<file path="config.mk">
export PLATFORM = sky130hd
export DESIGN_NAME = lbist_wrapper
export DESIGN_NICKNAME = d
export VERILOG_FILES = /design/src/rtl/lbist_pkg.sv /design/src/rtl/lbist_lfsr.sv /design/src/rtl/lbist_misr.sv /design/src/rtl/lbist_datapath.sv /design/src/rtl/lbist_control.sv /design/src/rtl/lbist_wrapper.sv
export SDC_FILE = /design/constraint.sdc
export NUM_CORES = 1
export LEC_CHECK = 0
export BUFFER_PORTS_ARGS = -buffer_cell sky130_fd_sc_hd__clkbuf_2
export CAP_MARGIN = 0
export CORE_MARGIN = 1
export CORE_UTILIZATION = 50
export DETAILED_ROUTE_END_ITERATION = 16
export PLACE_DENSITY = 0.84
export SYNTH_ARGS = -nofsm -noshare
export SYNTH_HDL_FRONTEND = slang
export SYNTH_SLANG_ARGS = --single-unit
</file>
<file path="constraint.sdc">
create_clock -name clk -period 1.82 [get_ports clk]
set_input_delay 0.182 -clock clk [delete_from_list [all_inputs] [get_ports clk]]
set_output_delay 0.182 -clock clk [all_outputs]
set_load 0.1 [all_outputs]
</file>
<file path="src/rtl/lbist_pkg.sv">
package lbist_pkg;

  typedef enum logic [1:0] {
    ST_IDLE = 2'd0,
    ST_RUN  = 2'd1,
    ST_DONE = 2'd2
  } bistState_e;

  // strobes from control to datapath
  typedef struct packed {
    logic seedLoad;  // reload generator, clear signature
    logic advance;   // apply next vector, fold one response
  } bistStrobe_t;

  // Feedback tap mask for a left-shifting shift register of the given width.
  function automatic logic [31:0] fbMask(input int unsigned width);
    case (width)
      4:       fbMask = 32'h0000_000C;
      5:       fbMask = 32'h0000_0014;
      6:       fbMask = 32'h0000_0030;
      7:       fbMask = 32'h0000_0060;
      8:       fbMask = 32'h0000_00B8;
      12:      fbMask = 32'h0000_0E08;
      16:      fbMask = 32'h0000_B400;
      24:      fbMask = 32'h00E1_0000;
      32:      fbMask = 32'h8020_0003;
      default: fbMask = 32'h0000_0003 << (width - 2);
    endcase
  endfunction

endpackage

</file>
<file path="src/rtl/lbist_lfsr.sv">
module lbist_lfsr #(
  parameter int unsigned W    = 8,
  parameter logic [W-1:0] SEED = W'(1)
) (
  input  logic         clk,
  input  logic         rstN,
  input  logic         seedLoad,
  input  logic         advance,
  output logic [W-1:0] state
);
  import lbist_pkg::*;

  localparam logic [31:0]  MASK_FULL = fbMask(W);
  localparam logic [W-1:0] MASK      = MASK_FULL[W-1:0];

  logic         feedBit;
  logic [W-1:0] stateNext;

  assign feedBit   = ^(state & MASK);
  assign stateNext = {state[W-2:0], feedBit};

  always_ff @(posedge clk or negedge rstN) begin
    if (!rstN)         state <= SEED;
    else if (seedLoad) state <= SEED;
    else if (advance)  state <= stateNext;
  end

endmodule

</file>
<file path="src/rtl/lbist_misr.sv">
module lbist_misr #(
  parameter int unsigned W = 8
) (
  input  logic         clk,
  input  logic         rstN,
  input  logic         clear,
  input  logic         advance,
  input  logic [W-1:0] respIn,
  output logic [W-1:0] sig,
  output logic [W-1:0] sigNext
);
  import lbist_pkg::*;

  localparam logic [31:0]  MASK_FULL = fbMask(W);
  localparam logic [W-1:0] MASK      = MASK_FULL[W-1:0];

  logic feedBit;

  assign feedBit = ^(sig & MASK);
  assign sigNext = {sig[W-2:0], feedBit} ^ respIn;

  always_ff @(posedge clk or negedge rstN) begin
    if (!rstN)        sig <= '0;
    else if (clear)   sig <= '0;
    else if (advance) sig <= sigNext;
  end

endmodule

</file>
<file path="src/rtl/lbist_datapath.sv">
module lbist_datapath
  import lbist_pkg::*;
#(
  parameter int unsigned  IN_W  = 8,
  parameter int unsigned  OUT_W = 8,
  parameter logic [IN_W-1:0] SEED = IN_W'(1)
) (
  input  logic             clk,
  input  logic             rstN,
  input  logic             testMode,
  input  bistStrobe_t      strobe,
  input  logic [IN_W-1:0]  funcIn,
  input  logic [OUT_W-1:0] cutOut,
  input  logic [OUT_W-1:0] expectSig,
  output logic [IN_W-1:0]  cutIn,
  output logic [OUT_W-1:0] funcOut,
  output logic [OUT_W-1:0] signature,
  output logic             sigMatchNext
);

  logic [IN_W-1:0]  patState;
  logic [OUT_W-1:0] sigNext;

  lbist_lfsr #(.W(IN_W), .SEED(SEED)) genU (
    .clk      (clk),
    .rstN     (rstN),
    .seedLoad (strobe.seedLoad),
    .advance  (strobe.advance),
    .state    (patState)
  );

  lbist_misr #(.W(OUT_W)) cmpU (
    .clk     (clk),
    .rstN    (rstN),
    .clear   (strobe.seedLoad),
    .advance (strobe.advance),
    .respIn  (cutOut),
    .sig     (signature),
    .sigNext (sigNext)
  );

  // wrapper muxes: transparent in functional mode
  assign cutIn        = testMode ? patState : funcIn;
  assign funcOut      = testMode ? '0 : cutOut;
  assign sigMatchNext = (sigNext == expectSig);

endmodule

</file>
<file path="src/rtl/lbist_control.sv">
module lbist_control
  import lbist_pkg::*;
#(
  parameter int unsigned NUM_PATTERNS = 200
) (
  input  logic        clk,
  input  logic        rstN,
  input  logic        testMode,
  input  logic        start,
  input  logic        sigMatchNext,
  output bistStrobe_t strobe,
  output logic        done,
  output logic        pass
);

  localparam int unsigned CNT_W = (NUM_PATTERNS > 1) ? $clog2(NUM_PATTERNS) : 1;
  localparam logic [CNT_W-1:0] LAST = CNT_W'(NUM_PATTERNS - 1);

  bistState_e      state;
  logic [CNT_W-1:0] patCnt;
  logic            lastFold;

  assign strobe.seedLoad = testMode && start && (state != ST_RUN);
  assign strobe.advance  = testMode && (state == ST_RUN);
  assign lastFold        = strobe.advance && (patCnt == LAST);

  always_ff @(posedge clk or negedge rstN) begin
    if (!rstN) begin
      state  <= ST_IDLE;
      patCnt <= '0;
      done   <= 1'b0;
      pass   <= 1'b0;
    end else if (!testMode) begin
      state <= ST_IDLE;
      done  <= 1'b0;
      pass  <= 1'b0;
    end else if (strobe.seedLoad) begin
      state  <= ST_RUN;
      patCnt <= '0;
      done   <= 1'b0;
      pass   <= 1'b0;
    end else if (lastFold) begin
      state <= ST_DONE;
      done  <= 1'b1;
      pass  <= sigMatchNext;
    end else if (strobe.advance) begin
      patCnt <= patCnt + 1'b1;
    end
  end

endmodule

</file>
<file path="src/rtl/lbist_wrapper.sv">
module lbist_wrapper
  import lbist_pkg::*;
#(
  parameter int unsigned     IN_W         = 8,
  parameter int unsigned     OUT_W        = 8,
  parameter int unsigned     NUM_PATTERNS = 200,
  parameter logic [IN_W-1:0] SEED         = IN_W'(1)
) (
  input  logic             clk,
  input  logic             rstN,
  input  logic             testMode,
  input  logic             start,
  input  logic [OUT_W-1:0] expectSig,
  input  logic [IN_W-1:0]  funcIn,
  output logic [IN_W-1:0]  cutIn,
  input  logic [OUT_W-1:0] cutOut,
  output logic [OUT_W-1:0] funcOut,
  output logic [OUT_W-1:0] signature,
  output logic             done,
  output logic             pass
);

  bistStrobe_t strobe;
  logic        sigMatchNext;

  lbist_control #(.NUM_PATTERNS(NUM_PATTERNS)) ctrlU (
    .clk          (clk),
    .rstN         (rstN),
    .testMode     (testMode),
    .start        (start),
    .sigMatchNext (sigMatchNext),
    .strobe       (strobe),
    .done         (done),
    .pass         (pass)
  );

  lbist_datapath #(.IN_W(IN_W), .OUT_W(OUT_W), .SEED(SEED)) dpU (
    .clk          (clk),
    .rstN         (rstN),
    .testMode     (testMode),
    .strobe       (strobe),
    .funcIn       (funcIn),
    .cutOut       (cutOut),
    .expectSig    (expectSig),
    .cutIn        (cutIn),
    .funcOut      (funcOut),
    .signature    (signature),
    .sigMatchNext (sigMatchNext)
  );

endmodule

</file>
==> flow_summary.json <==
{
  "synth_seq_cells": 27,
  "drt-total-wl_um": 3400,
  "tightestPinTransition_ns": 0.663,
  "drive_above_1_share_pct": 40.3,
  "grt_pass1_wl_um": 5520,
  "finalPower_uw": 2110,
  "synth_area_um2": 1600,
  "arrival_ns": 1.96,
  "synth_nets": 178,
  "r2r_end": "ctrlU.patCnt[3]",
  "period_needed_ns": 1.69,
  "instances_no_fill": 250,
  "power_density_nw_per_um2": 1060,
  "finalHoldViolations": 0,
  "antenna_found_initial": 0,
  "r2r_setup_slack_ns": 0.13,
  "dp_hpwl_um": 2590,
  "maxCapViolCount": 0,
  "cp_max_fo": 6,
  "htree_num_levels": 1,
  "critical_path_class": "flop to flop",
  "wl_per_cell_um": 13.6,
  "irDropWorstVdd_uv": 439,
  "hold_class": "input port to flop",
  "numCtsBuffers": 3,
  "grt_max_degree": 28,
  "dp_slack_ns": 0.148,
  "overflow": 0,
  "rsz0062_at_grt": "no",
  "areaGrowthSynthToFinish_pct": 24.1,
  "syn_inst": 149,
  "route.detailed.drc": 0,
  "holdWs_ns": 0.158,
  "slew_violations": 0,
  "required_ns": 2.09,
  "die_area_um2": 3430,
  "hold_path_depth": 3,
  "startpoint_type": "flop",
  "fp.dieW_um": 58.6,
  "setup_viol": 0,
  "max_slew_margin_pct": 55.8,
  "hold_start": "expectSig[0]",
  "period_share_pct": 93.1,
  "route.antenna.remaining_nets": 0,
  "finClkSkew_ns": 0.00517,
  "final_cell_mix": "clkbuf_2, dfrtp_1, o21ai_0, xnor2_1, nand2_1",
  "diodes": 0,
  "final_common_cell": "clkbuf_2",
  "max_freq_ghz": 0.590,
  "fin_nets": 236,
  "leakagePower_uw": 0.000999,
  "via_per_inst": 5.38,
  "grt_pass1_vias": 1272,
  "ys_types": 38,
  "r2r_start": "ctrlU.patCnt[0]",
  "critPathCaptureType": "flop",
  "cts_root_buf": "clkbuf_4",
  "start_util_pct": 52.5,
  "firstDrtPassIters": 4,
  "yosysSeqAreaShare_pct": 42.3,
  "tritoncts": "yes",
  "syn_avg_cell_area_um2": 10.7,
  "die_h_um": 58.6,
  "whs_endpoint": "ctrlU.pass",
  "fin_ws_ns": 0.126,
  "status": "finished, final reports clean",
  "r2r_cells": 5,
  "clock-sinks": 27,
  "globalplace.congestion": 0.820,
  "clock_latency_ns": 0.33,
  "placed_cells": 245,
  "clock_path_buffers": 2,
  "pin_count": 54,
  "rows": 20,
  "yosysWarnings": 0,
  "gr-usage-all-layers_pct": 21.0,
  "vias": 1344,
  "io_buffers": 53,
  "fp.coreArea_um2": 3050,
  "clk_pin_slew_worst_paths_ns": 0.15,
  "drtIter0Drc": 40
}
==> worst max-delay path, cell delays in order (launching register included) <==
cell	delay, ns
dfrtp_1	0.43
ha_1	0.28
nand4_1	0.16
nor3_4	0.07
or4_1	0.52
a21oi_1	0.17
==> registers in the layout, indices dropped and copies added (netlist names) <==
signal	cells
ctrlU.patCnt	8
dpU.cmpU.sig	8
ctrlU.state	2
ctrlU.pass	1
dpU.genU.state	8
==> final cells by class <==
| cell class | instances | area [um2] |
|---|---|---|
| flip-flops and latches | 27 | 684 |
| fillers | 254 | 1060 |
| repair buffers | 60 | 320 |
| inverters | 3 | 11.3 |
| well taps | 44 | 55.1 |
| clock buffers | 3 | 22.5 |
| clock inverters | 1 | 5.00 |
| multi-input cells | 112 | 890 |
==> routing by layer <==
metal  up-vias  share of wire [%]  GRT usage (%)
li1        647                  -              -
met1       638                 43           26.3
met4         0               0.91           6.12
met5         -                  0              0
met2        57                 51           37.9
met3         2                5.7           2.64
==> how the worst max path moves through the flow <==
stage / from / end / slack [ns] / depth (start not counted)
after floorplan: dpU.cmpU.sig[1] / ctrlU.pass / -0.24 / 4
after global placement: ctrlU.patCnt[0] / ctrlU.pass / 0.22 / 6
after detailed placement: ctrlU.patCnt[0] / ctrlU.pass / 0.15 / 6
after CTS: ctrlU.patCnt[0] / ctrlU.pass / 0.11 / 6
after global routing: ctrlU.patCnt[5] / ctrlU.pass / 0.04 / 5
final: ctrlU.patCnt[0] / ctrlU.patCnt[3] / 0.13 / 5
==> metrics by stage <==
step                      utilization [%]  TNS [ns]  instance area, um2
after global routing                 65.1         0                1990
final                                65.1         0                1990
after global placement               63.7         0                1940
after detailed placement             63.7         0                1940
after CTS                            64.9         0                1980
after floorplan                         -     -1.39                1620
==> kinds of logic (layout without fill, tap and decap cells) <==
group           count (synthesis)  count (layout)  share of synthesized area, %
fa+ha+maj                       1               1                         0.781
mux                             8               8                          5.63
flops                          27              27                          42.3
buf+inv                        10              67                          3.05
xor+xnor                       23              23                          17.7
simple gates                   43              43                          15.2
compound gates                 37              37                          15.4
==> cells in the mapped netlist, drive strengths merged <==
cell type | instances | area (um2)
dfrtp | 26 | 651
o21ai | 15 | 75.1
xnor2 | 13 | 114
nand2 | 12 | 45.0
nor2b | 9 | 56.3
mux2 | 8 | 90.1
a22o | 6 | 52.6
xnor3 | 6 | 135
buf | 4 | 26.3
o31ai | 4 | 35.0
xor2 | 4 | 35.0
a21oi | 3 | 15.0
and3 | 3 | 18.8
clkbuf | 3 | 11.3
inv | 3 | 11.3
nand3b | 3 | 22.5
nor2 | 3 | 11.3
or4 | 3 | 22.5
nand2b | 2 | 12.5
nand4 | 2 | 12.5
o211ai | 2 | 15.0
or3 | 2 | 12.5
a21boi | 1 | 7.51
a21o | 1 | 7.51
a22oi | 1 | 7.51
a31oi | 1 | 6.26
and2 | 1 | 6.26
and2b | 1 | 7.51
dfstp | 1 | 26.3
ha | 1 | 12.5
nand3 | 1 | 5.00
nor3 | 1 | 10.0
o2111ai | 1 | 8.76
o21bai | 1 | 7.51
o41ai | 1 | 8.76
==> where the power goes <==
group          internal [uW]  total (uW)  switching, uW
Sequential               691         783           91.8
Clock                   82.8         267            184
Combinational            310        1060            749
==> repair_timing <==
action | 4_1_cts | 5_1_grt
hold buffers | 1 | 0
resized for setup | 0 | 1
hold endpoints to repair | 26 | 0
setup endpoints to repair | 0 | 1
setup buffers | 0 | 0
No activity file was read; power rests on OpenSTA's default activity.
